File: src/rtl/vcm_pkg.sv
// Package: shared constants and bit-level adder cells for the multiplier tree.
// Assumes: the leaf width is fixed at 3 bits by the leaf's own structure.
package vcm_pkg;

    localparam int VCM_LEAF_W = 3;

    // Half adder cell: returns {carry, sum}.
    function automatic logic [1:0] vcm_ha(input logic x, input logic y);
        return {x & y, x ^ y};
    endfunction

    // Full adder cell: returns {carry, sum}.
    function automatic logic [1:0] vcm_fa(input logic x, input logic y, input logic z);
        return {(x & y) | (z & (x ^ y)), x ^ y ^ z};
    endfunction

endpackage

File: src/rtl/vcm_leaf3.sv
// Module: 3x3 vertical-crosswise multiplier leaf.
// Forms the nine bit products and reduces each column with half adders,
// full adders and a final two-bit adder. Purely combinational.
module vcm_leaf3
    import vcm_pkg::*;
(
    input  logic [2:0] a,
    input  logic [2:0] b,
    output logic [5:0] p
);

    logic [1:0] col1, col2_fa, col2_ha, col3_fa;
    logic [2:0] top2;

    // Column reduction from bit 0 upward.
    always_comb begin
        col1    = vcm_ha(a[1] & b[0], a[0] & b[1]);
        col2_fa = vcm_fa(a[2] & b[0], a[1] & b[1], a[0] & b[2]);
        col2_ha = vcm_ha(col2_fa[0], col1[1]);
        col3_fa = vcm_fa(a[2] & b[1], a[1] & b[2], col2_ha[1]);
        top2    = {1'b0, a[2] & b[2], col3_fa[0]} + {1'b0, col3_fa[1], col2_fa[1]};
        p       = {top2, col2_ha[0], col1[0], a[0] & b[0]};
    end

endmodule

File: src/rtl/vcm_bk_add.sv
// Module: Brent-Kung parallel-prefix adder of parameter width W.
// Up-sweep builds group generate/propagate at power-of-two spans, and the
// down-sweep fills in the remaining prefixes. Assumes W >= 2.
module vcm_bk_add #(
    parameter int W = 8
) (
    input  logic [W-1:0] a,
    input  logic [W-1:0] b,
    input  logic         cin,
    output logic [W-1:0] s,
    output logic         cout
);

    localparam int L = $clog2(W);

    logic [W-1:0] g, pp, t;

    // Prefix network evaluated in place; targets never alias partners in a level.
    always_comb begin
        t     = a ^ b;
        g     = a & b;
        pp    = t;
        g[0]  = (a[0] & b[0]) | (t[0] & cin);
        for (int l = 0; l < L; l++) begin
            for (int i = 0; i < W; i++) begin
                if (((i + 1) % (2 << l)) == 0) begin
                    g[i]  = g[i] | (pp[i] & g[i - (1 << l)]);
                    pp[i] = pp[i] & pp[i - (1 << l)];
                end
            end
        end
        for (int l = L - 2; l >= 0; l--) begin
            for (int i = 0; i < W; i++) begin
                if (((i + 1) % (2 << l)) == (1 << l) && (i + 1) >= 3 * (1 << l)) begin
                    g[i]  = g[i] | (pp[i] & g[i - (1 << l)]);
                    pp[i] = pp[i] & pp[i - (1 << l)];
                end
            end
        end
        s    = t ^ {g[W-2:0], cin};
        cout = g[W-1];
    end

endmodule

File: src/rtl/vcm_csel_add.sv
// Module: multiplexer-based carry-select adder of width W in BLK-bit blocks.
// Each block precomputes its sum for carry-in 0 and 1; the carry chain only
// drives selectors. The last block may be narrower than BLK.
module vcm_csel_add #(
    parameter int W   = 24,
    parameter int BLK = 4
) (
    input  logic [W-1:0] a,
    input  logic [W-1:0] b,
    input  logic         cin,
    output logic [W-1:0] s,
    output logic         cout
);

    localparam int NB = (W + BLK - 1) / BLK;

    wire [NB:0]  c;
    wire [W-1:0] s_w;

    assign c[0] = cin;

    for (genvar k = 0; k < NB; k++) begin : g_blk
        localparam int LO = k * BLK;
        localparam int BW = (W - LO < BLK) ? (W - LO) : BLK;
        wire [BW:0] r0, r1;
        // Both candidate sums of this block, then the carry-driven pick.
        assign r0 = {1'b0, a[LO +: BW]} + {1'b0, b[LO +: BW]};
        assign r1 = {1'b0, a[LO +: BW]} + {1'b0, b[LO +: BW]} + {{BW{1'b0}}, 1'b1};
        assign s_w[LO +: BW] = c[k] ? r1[BW-1:0] : r0[BW-1:0];
        assign c[k+1]        = c[k] ? r1[BW]     : r0[BW];
    end

    assign s    = s_w;
    assign cout = c[NB];

endmodule

File: src/rtl/vcm_add.sv
// Module: adder selector; picks the carry-select or the prefix adder.
// USE_MUX is fixed at elaboration by the enclosing level.
module vcm_add #(
    parameter int W       = 8,
    parameter bit USE_MUX = 1'b0,
    parameter int BLK     = 4
) (
    input  logic [W-1:0] a,
    input  logic [W-1:0] b,
    input  logic         cin,
    output logic [W-1:0] s,
    output logic         cout
);

    if (USE_MUX) begin : g_csel
        vcm_csel_add #(.W(W), .BLK(BLK)) u_add (.a(a), .b(b), .cin(cin), .s(s), .cout(cout));
    end else begin : g_bk
        vcm_bk_add #(.W(W)) u_add (.a(a), .b(b), .cin(cin), .s(s), .cout(cout));
    end

endmodule

File: src/rtl/vcm_level.sv
// Module: one recursion level of width W of the multiplier tree.
// At the leaf width it wraps the 3x3 cell; above it, it splits each operand
// in halves, builds four half-width products and merges them with three
// adders. Assumes W = 3 * 2^k. Levels of width >= MUX_MIN_W use carry-select.
module vcm_level
    import vcm_pkg::*;
#(
    parameter int W         = 6,
    parameter int MUX_MIN_W = 24,
    parameter int CSEL_BLK  = 4
) (
    input  logic [W-1:0]   a,
    input  logic [W-1:0]   b,
    output logic [2*W-1:0] p
);

    localparam int H       = W / 2;
    localparam bit USE_MUX = (W >= MUX_MIN_W);

    if (W == VCM_LEAF_W) begin : g_leaf
        vcm_leaf3 u_leaf (.a(a), .b(b), .p(p));
    end else begin : g_split
        logic [W-1:0] p_ll, p_lh, p_hl, p_hh;
        logic [W-1:0] cross_s, mid_s;
        logic         cross_c, mid_c;
        logic [H:0]   mid_top;
        logic [W-2:0] hi_s;
        logic         hi_c;

        vcm_level #(.W(H), .MUX_MIN_W(MUX_MIN_W), .CSEL_BLK(CSEL_BLK))
            u_ll (.a(a[H-1:0]), .b(b[H-1:0]), .p(p_ll));
        vcm_level #(.W(H), .MUX_MIN_W(MUX_MIN_W), .CSEL_BLK(CSEL_BLK))
            u_lh (.a(a[H-1:0]), .b(b[W-1:H]), .p(p_lh));
        vcm_level #(.W(H), .MUX_MIN_W(MUX_MIN_W), .CSEL_BLK(CSEL_BLK))
            u_hl (.a(a[W-1:H]), .b(b[H-1:0]), .p(p_hl));
        vcm_level #(.W(H), .MUX_MIN_W(MUX_MIN_W), .CSEL_BLK(CSEL_BLK))
            u_hh (.a(a[W-1:H]), .b(b[W-1:H]), .p(p_hh));

        // Adder 1: sum of the two cross terms.
        vcm_add #(.W(W), .USE_MUX(USE_MUX), .BLK(CSEL_BLK))
            u_cross (.a(p_hl), .b(p_lh), .cin(1'b0), .s(cross_s), .cout(cross_c));

        // Adder 2: add the upper half of the low product to the cross sum.
        vcm_add #(.W(W), .USE_MUX(USE_MUX), .BLK(CSEL_BLK))
            u_mid (.a(cross_s), .b({{(W-H){1'b0}}, p_ll[W-1:H]}), .cin(1'b0),
                   .s(mid_s), .cout(mid_c));

        // Both carries can never be set together, so they merge with OR.
        assign mid_top = {cross_c | mid_c, mid_s[W-1:H]};

        // Adder 3: fold into the high product; its top bit takes the carry.
        vcm_add #(.W(W-1), .USE_MUX(USE_MUX), .BLK(CSEL_BLK))
            u_hi (.a(p_hh[W-2:0]), .b({{(W-H-2){1'b0}}, mid_top}), .cin(1'b0),
                  .s(hi_s), .cout(hi_c));

        assign p = {p_hh[W-1] ^ hi_c, hi_s, mid_s[H-1:0], p_ll[H-1:0]};
    end

endmodule

File: src/rtl/vcm_mul24.sv
// Module: top of the 24x24 unsigned mantissa multiplier.
// Purely combinational; OP_W must be 3 * 2^k.
module vcm_mul24 #(
    parameter int OP_W      = 24,
    parameter int MUX_MIN_W = 24,
    parameter int CSEL_BLK  = 4
) (
    input  logic [OP_W-1:0]   opa,
    input  logic [OP_W-1:0]   opb,
    output logic [2*OP_W-1:0] prod
);

    vcm_level #(.W(OP_W), .MUX_MIN_W(MUX_MIN_W), .CSEL_BLK(CSEL_BLK))
        u_core (.a(opa), .b(opb), .p(prod));

endmodule

File: config.mk
export PLATFORM = sky130hd
export DESIGN_NAME = vcm_mul24
export DESIGN_NICKNAME = d
export VERILOG_FILES = /design/src/rtl/vcm_pkg.sv /design/src/rtl/vcm_leaf3.sv /design/src/rtl/vcm_bk_add.sv /design/src/rtl/vcm_csel_add.sv /design/src/rtl/vcm_add.sv /design/src/rtl/vcm_level.sv /design/src/rtl/vcm_mul24.sv
export SDC_FILE = /design/constraint.sdc
export NUM_CORES = 1
export LEC_CHECK = 0
export BUFFER_PORTS_ARGS = -buffer_cell sky130_fd_sc_hd__clkbuf_2
export CAP_MARGIN = 10
export CORE_ASPECT_RATIO = 1.75
export CORE_UTILIZATION = 50
export DETAILED_ROUTE_END_ITERATION = 8
export PLACE_DENSITY = 0.8
export SYNTH_ARGS = -nofsm -noshare
export SYNTH_HDL_FRONTEND = slang
export SYNTH_SLANG_ARGS = --single-unit
export TNS_END_PERCENT = 30
File: constraint.sdc
create_clock -name vclk -period 14.9
set_input_delay 2.235 -clock vclk [all_inputs]
set_output_delay 2.235 -clock vclk [all_outputs]
set_load 0.02 [all_outputs]
==> results.md, run 1 <==
* RSZ-0062 raised after global routing: true
* Final Cycle Share at 108.2%
* Share of the synthesized area in the top cell type at 29.50%
* Final Slew Violations at 0
* Seq_cells at 0
* Total Wirelength at between 60 and 70 mm
* Crit path capture: prod[41]
* # setup viols final at 17
* Synth area leader: fa_1
* Worst slew pin tran at 614.3 ps
* Hold crit path type: in2out
* Synth Warn # at 0
* Layout area overhead at 20.26%
* Port Buffer Count at 96
* Vias in the first global route at around 24000
* Layout cell share with drive strength beyond 1 at around 21%
* Avg WL per Cell at 17.57 um
* Final min period at 16120 ps
* Hold WS at just under 5000 ps
* Initial Util at around 50%
* Die Wd at between 150 and 200 um
* Io pins at 96
* Worst Setup Path Type: in2out
* Crit start category: input pin
* Core ar. at approximately 0.049 mm^2
* Initial antenna violation count at 3
* GP Congestion at a little over 0.9
* Mapped cell area at 0.02497 mm^2
* Fmax at roughly 62 MHz
* Die span in y at 297.6 um
* Clock buf count at 0
* Worst Setup SP: opa[2]
* CP endpoint kind: output port
* Req. time, crit path at about 13000 ps
* Worst setup margin at -1222 ps
* First-pass GRT wire length at between 100 and 150 mm
* Detailed placer's ending HPWL at 57.67 mm
* Critical path arrival at between 10000 and 15000 ps
* Synth top area cells: fa_1 (30%), ha_1 (28%), and2_1 (9.9%)
* Max-Cap Viols at 0
* CTS Hold Bufs at 0
* CP max stage delay at slightly below 600 ps
* FF/Latch Area at 0 um^2
* Register area share after synthesis at 0%
* Routed vias/inst at 5.384
* Initial drt markers at 778
* Syn_area_per_cell at 8.683 um^2
* Cell Rows at 108
* Failing checks: negative setup slack
* Vias at between 20000 and 25000
* Residual DRC at 0
* Run status: finished with violations
* Max_slew headroom at between 50 and 60%
* Antenna Nets Post-Route at 0
* Global route overflow at 0
* Final Hold Viols at 0
* Tot GR Track Use at roughly 28%
* Fin nets at 4231
* DR pass1 iterations at 5
* Die area at just over 0.05 mm^2
* Pin count of the biggest net entering global routing at 24
* Netlist cell types at 56
* CP max-delay cell: fa_2
* Crit Path Max Fanout at 5
* Mapped Cells at between 2000 and 3000
* Mapped Nets at about 3800
[per-stage QoR]
step,util [%],area (um^2),setup slack (ps),std cells,setup TNS (ps)
4_1_cts,59.94,29650,-1051,3907,-11300
5_1_grt,60.72,30030,-1659,3918,-22470
2_1_floorplan,-,25420,-418.4,2876,-2963
3_5_place_dp,58.37,28870,-1444,3883,-18230
3_3_place_gp,58.37,28870,-1212,3883,-14150
6_report,60.72,30030,-1222,3918,-13670
[logic make-up after synthesis]
logic type | after synthesis | synth area share [%]
adder cells (fa/ha/maj) | 925 | 57.41
AND/OR/NAND/NOR | 754 | 16.38
buffers and inverters | 694 | 10.43
AO/OA/AOI/OAI | 252 | 6.614
XOR/XNOR | 232 | 8.242
multiplexers | 19 | 0.9269
[synth_stat cells (20+ instances only)]
library cell  number
xnor2_1          149
nor2_1            46
nand2_1          217
a21oi_1           81
nor2b_1           25
inv_1            597
and2_1           396
xor2_1            81
a21o_1            98
ha_1             557
clkbuf_1          96
fa_1             368
o21ai_0           20
[cell type report]
cell class                      count  area [um^2]
Multi-Input combinational cell   2182        23280
Fill cell                        3945        19430
Timing Repair Buffer              476         3672
Inverter                          598         2245
Tap cell                          660        825.8
Antenna cell                        2        5.005
[placed cells by master, fill, tap and decap left out, types with 23 or more instances in the layout]
master and n:
xnor2_2 26, xor2_1 73, ha_1 520, nor2b_1 23, and2_1 395, fa_2 25, a21o_1 98, inv_1 575
inv_2 23, fa_1 343, buf_4 366, nor2_1 44, nand2_1 206, xnor2_1 122, clkbuf_2 69, a21oi_1 65
[per-layer routing]
layer  share of wire, %  vias to the layer above  wire (um)  global-route usage [%]
met5              0.013                        -          9                       0
met4                 10                        2       7070                   22.83
met3                4.1                      357       2834                   2.488
met2                 53                      661      36340                   52.20
met1                 33                    10380      22570                   26.49
li1                   -                     9689          -                       -
[worst min path at each step]
stage / start / endpoint / slack (ps) / depth (start not counted)
final: opa[0] / prod[0] / 4890 / 3
after CTS: opa[0] / prod[0] / 4860 / 3
after global routing: opa[0] / prod[0] / 4890 / 3
after floorplan: opb[0] / prod[0] / 4670 / 1
after global placement: opa[0] / prod[0] / 4870 / 3
after detailed placement: opa[0] / prod[0] / 4870 / 3
[worst max-delay path, delay by kind of cell]
family / cells / cell delay (ps)
multiplexers: 3 / 870
adder cells (fa/ha/maj): 21 / 7250
buffers and inverters: 14 / 1240
AO/OA/AOI/OAI: 7 / 1090
XOR/XNOR: 3 / 430
AND/OR/NAND/NOR: 7 / 780
[timing repair]
item,in CTS,in global routing
pin swaps,87,47
resized for setup,116,81
setup endpoints to repair,20,22
buffers inserted,23,11
gates cloned,1,0
Power of run 1 is left out: the tool's default activity adds up to more than one toggle a clock period on the data nets, which glitch-free logic cannot reach.
==> run 2, diff against run 1 <==
Settings changed: BUFFER_PORTS_ARGS -buffer_cell sky130_fd_sc_hd__clkbuf_2 to unset, DONT_BUFFER_PORTS set to 1, PLACE_DENSITY 0.8 to 0.68.
==> run 2 against run 1 <==
  * The flow still finishes with violations (negative setup slack)
  * Via count down 7.9%
  * Cell count down 6.2%
  * Count of clock-buffer cells in the layout unchanged
  * Routed wire length down 7.7%
  * Maximum frequency up 1.6%
  * Non-clock buffer count down 242
  * Critical path depth up 3
  * Setup slack better by 260 ps
  * First-iteration DRC count down 36%
  * Final area down 7.0%
  * Sequential share of layout area unchanged
  * Sequential cell count unchanged
  * Largest cell class unchanged
  * Highest routed layer is now met4
==> results.md, run 2 (same netlist as run 1, synthesis figures left out) <==
* Run status: finished with violations
* Failing checks: negative setup slack
* Vias at between 15000 and 20000
* Final min period at 15860 ps
* Max_slew headroom at between 40 and 50%
* FF/Latch Area at 0 um^2
* Finished Layout Cells at 3674
* Cell mode on critical path: inv_2
* First-pass GRT wire length at 104.5 mm
* Critical path arrival at ~14000 ps
* Worst slew pin tran at 830.0 ps
* Worst setup margin at -963.8 ps
* Ant diodes at 0
* Multi-input gate area at approximately 0.023 mm^2
* Req. time, crit path at between 10000 and 15000 ps
* Port Buffer Count at 0
* Max-Cap Viols at 0
* Residual DRC at 0
* Routed vias/inst at 5.288
* Die Wd at about 170 um
* Fill cells at 4552
* Final Hold Viols at 0
* Die area at just over 0.05 mm^2
* Fin nets at around 4000
* Layout area overhead at 11.81%
* Commonest cells after routing, fill and taps aside: inv_1 (585), ha_1 (530), and2_1 (395), fa_1 (350), buf_4 (231)
* Die span in y at 297.6 um
* Placed instance count at ~3600
* Global route overflow at 0
* Detailed placer's ending HPWL at between 50 and 60 mm
* Initial Util at about half
* Layout cell share with drive strength beyond 1 at 12.77%
* Io pins at 96
* GP Congestion at slightly below 0.9
* Hold crit path type: in2out
* Clock buf count at 0
* Pre-CTS WS at -1080 ps
* CP max stage delay at about 540 ps
* Tot GR Track Use at 25.90%
* # setup viols final at 16
* Fmax at between 60 and 70 MHz
* CTS Hold Bufs at 0
* Avg WL per Cell at between 15 and 20 um
* RSZ-0062 raised after global routing: true
* Commonest non-fill, non-tap cell in the layout: inv_1
* Initial drt markers at approximately 500
* Crit Path Max Fanout at 24
* Vias in the first global route at between 20000 and 25000
* Final Cycle Share at 106.5%
* Pin count of the biggest net entering global routing at 25
* Cell Rows at about 110
* Seq_cells at 0
* Worst Setup Path Type: in2out
* DR pass1 iterations at 5
* Initial antenna violation count at 2
* CP endpoint kind: output port
* Core ar. at ~0.05 mm^2
* Antenna Nets Post-Route at 0
* Total Wirelength at 63.49 mm
* Final Slew Violations at 0
* CP max-delay cell: fa_1
* Crit start category: input pin
[run 2: path summary, 6_finish.rpt]
check    from  endpoint  slack, ps  cells past startpoint
max    opa[2]  prod[41]       -960                     58
min    opa[0]   prod[0]       4660                      1
[run 2: area by class of cell]
class	instances	area share [%]
Inverter	598	8.048
Multi-Input combinational cell	2182	82.66
Tap cell	660	2.958
Timing Repair Buffer	234	6.332
[run 2: timing repair]
item,4_1_cts,5_1_grt
setup endpoints to repair,16,20
pin swaps,84,40
setup buffers,23,6
gates resized for setup,60,26
[run 2: per-layer routing]
| layer | global-route usage, % | share of wire, % | up-vias | wire [um] |
|---|---|---|---|---|
| met3 | 2.728 | 3.3 | 194 | 2126 |
| met2 | 52.83 | 57 | 358 | 36050 |
| li1 | - | - | 9189 | - |
| met1 | 24.43 | 34 | 9686 | 21490 |
| met4 | 13.24 | 6.0 | 0 | 3825 |
| met5 | 0 | 0 | - | 0 |
[run 2: through the flow]
| stage | setup TNS (ps) | utilization [%] | instance area [um^2] | hold WS [ps] |
|---|---|---|---|---|
| 3_5_place_dp | -12590 | 55.11 | 27260 | 4658 |
| 6_report | -10490 | 56.46 | 27920 | 4658 |
| 3_3_place_gp | -9103 | 55.11 | 27260 | 4660 |
| 4_1_cts | -8605 | 56.10 | 27740 | 4659 |
| 2_1_floorplan | -2963 | - | 25420 | 4672 |
| 5_1_grt | -18020 | 56.46 | 27920 | 4660 |
[run 2: critical path: cells and delay by family]
family	cells	cell delay (ps)
adders and majority gates	17	5230
muxes	1	380
buffers and inverters	13	1140
AOI/OAI and AO/OA	11	2040
xor gates and xnor gates	7	1100
and+or+nand+nor	9	1480
Power of run 2 is left out for the same reason.
==> run 3, diff against run 2 <==
Settings changed: SETUP_SLACK_MARGIN set to 0.5.
==> run 3 against run 2 <==
  * The flow still finishes with violations (negative setup slack)
  * Routed wire length is 1.9% higher
  * Count of clock-buffer cells in the layout is the same
  * Global-route usage grew 0.78 points
  * Cell count up 0.87%
  * Setup slack gained 69 ps
  * Highest routed layer unchanged
==> results.md, run 3 (same netlist as run 1, synthesis figures left out) <==
* CP max stage delay at between 500 and 600 ps
* Finished Layout Cells at roughly 3700
* Initial drt markers at about 650
* Initial Util at about half
* Antenna Nets Post-Route at 0
* Final Slew Violations at 0
* Commonest cells after routing, fill and taps aside: inv_1 (582), ha_1 (523), and2_1 (395), fa_1 (346), buf_4 (245)
* Total Wirelength at between 60 and 70 mm
* Core ar. at between 0.04 and 0.05 mm^2
* Seq_cells at 0
* Tot GR Track Use at a little over a quarter
* CP max-delay cell: fa_1
* Port Buffer Count at 0
* Worst slew pin tran at ~750 ps
* Residual DRC at 0
* Vias in the first global route at ~22000
* Final Core Density at between 50% and 60%
* Final Cycle Share at 106.0%
* Max_slew headroom at between 40% and 50%
* Req. time, crit path at ~13000 ps
* Worst Setup Path Type: in2out
* Avg WL per Cell at approximately 17 um
* Fmax at around 63 MHz
* Critical path arrival at roughly 14000 ps
* Layout area overhead at 13.51%
* Cell Rows at 108
* GP Congestion at about 0.9
* Detailed placer's ending HPWL at 53.18 mm
* Worst setup margin at -895.2 ps
* Hold crit path type: in2out
* Io pins at 96
* Max-Cap Viols at 0
* Vias at 19820
* Crit Path Max Fanout at 24
* Die span in y at a little under 300 um
* Clock buf count at 0
* Commonest non-fill, non-tap cell in the layout: inv_1
* # setup viols final at 15
* Setup TNS at -8122 ps
* Fin nets at 4019
* CP endpoint kind: output port
* Failing checks: negative setup slack
* DR pass1 iterations at 5
* Layout cell share with drive strength beyond 1 at between 10% and 20%
* Pin count of the biggest net entering global routing at 25
* RSZ-0062 raised after global routing: true
* Initial antenna violation count at 3
* Global route overflow at 0
* Run status: finished with violations
* Die area at about 0.051 mm^2
* Crit start category: input pin
* Final Hold Viols at 0
* Cell mode on critical path: buf_4
* Die Wd at ~170 um
* Routed vias/inst at around 5.3
* Final min period at about 16000 ps
* First-pass GRT wire length at roughly 110 mm
* FF/Latch Area at 0 um^2
* Placed instance count at roughly 3600
[run 3: changes by cell type in the layout (fill, tap and decap cells not counted), moves of 6 or more]
cell,previous run,this run
buf_6,3,19
xnor2_2,14,23
xnor2_1,133,124
ha_1,530,523
buf_4,231,245
ha_2,11,17
[run 3: what timing repair did]
action / 4_1_cts / 5_1_grt
endpoints found under the setup margin: 21 / 23
hold buffers: 0 / 0
gates resized for setup: 74 / 52
pin swaps: 77 / 46
setup buffers: 45 / 11
[run 3: final timing paths]
check | from | endpoint | slack [ps] | depth (start not counted)
min | opa[0] | prod[0] | 4660 | 1
max | opb[1] | prod[19] | -900 | 70
[run 3: worst max-delay path, delay by kind of cell]
kind                       cells  cell delay [ps]
AOI/OAI and AO/OA              5              820
xor gates and xnor gates       2              360
adders and majority gates     17             5380
buffers and inverters         42             4410
and+or+nand+nor                4              360
[run 3: cell type report]
| type | count | area, um^2 |
|---|---|---|
| antenna | 2 | 5.005 |
| fill | 4384 | 21110 |
| tap | 660 | 825.8 |
| inverter | 598 | 2247 |
| timing repair buffer | 264 | 2053 |
| multi-input combinational | 2182 | 23220 |
[run 3: layer usage]
layer  vias to the layer above  wire (um)  track usage, %
met5                         -          0               0
met4                         0       3927           13.73
met3                       185       1841           2.076
met2                       387      36830           54.45
met1                      9985      22070           25.56
li1                       9260          -               -
[run 3: metrics by stage]
stage               instance area, um^2  hold WS [ps]  worst slack (ps)
floorplan                         25420          4672            -418.4
global placement                  27290          4660            -822.7
detailed placement                27290          4660             -1056
CTS                               28020          4661            -791.4
global route                      28340          4662             -1231
finish                            28350          4660            -895.2
Power of run 3 is left out for the same reason.
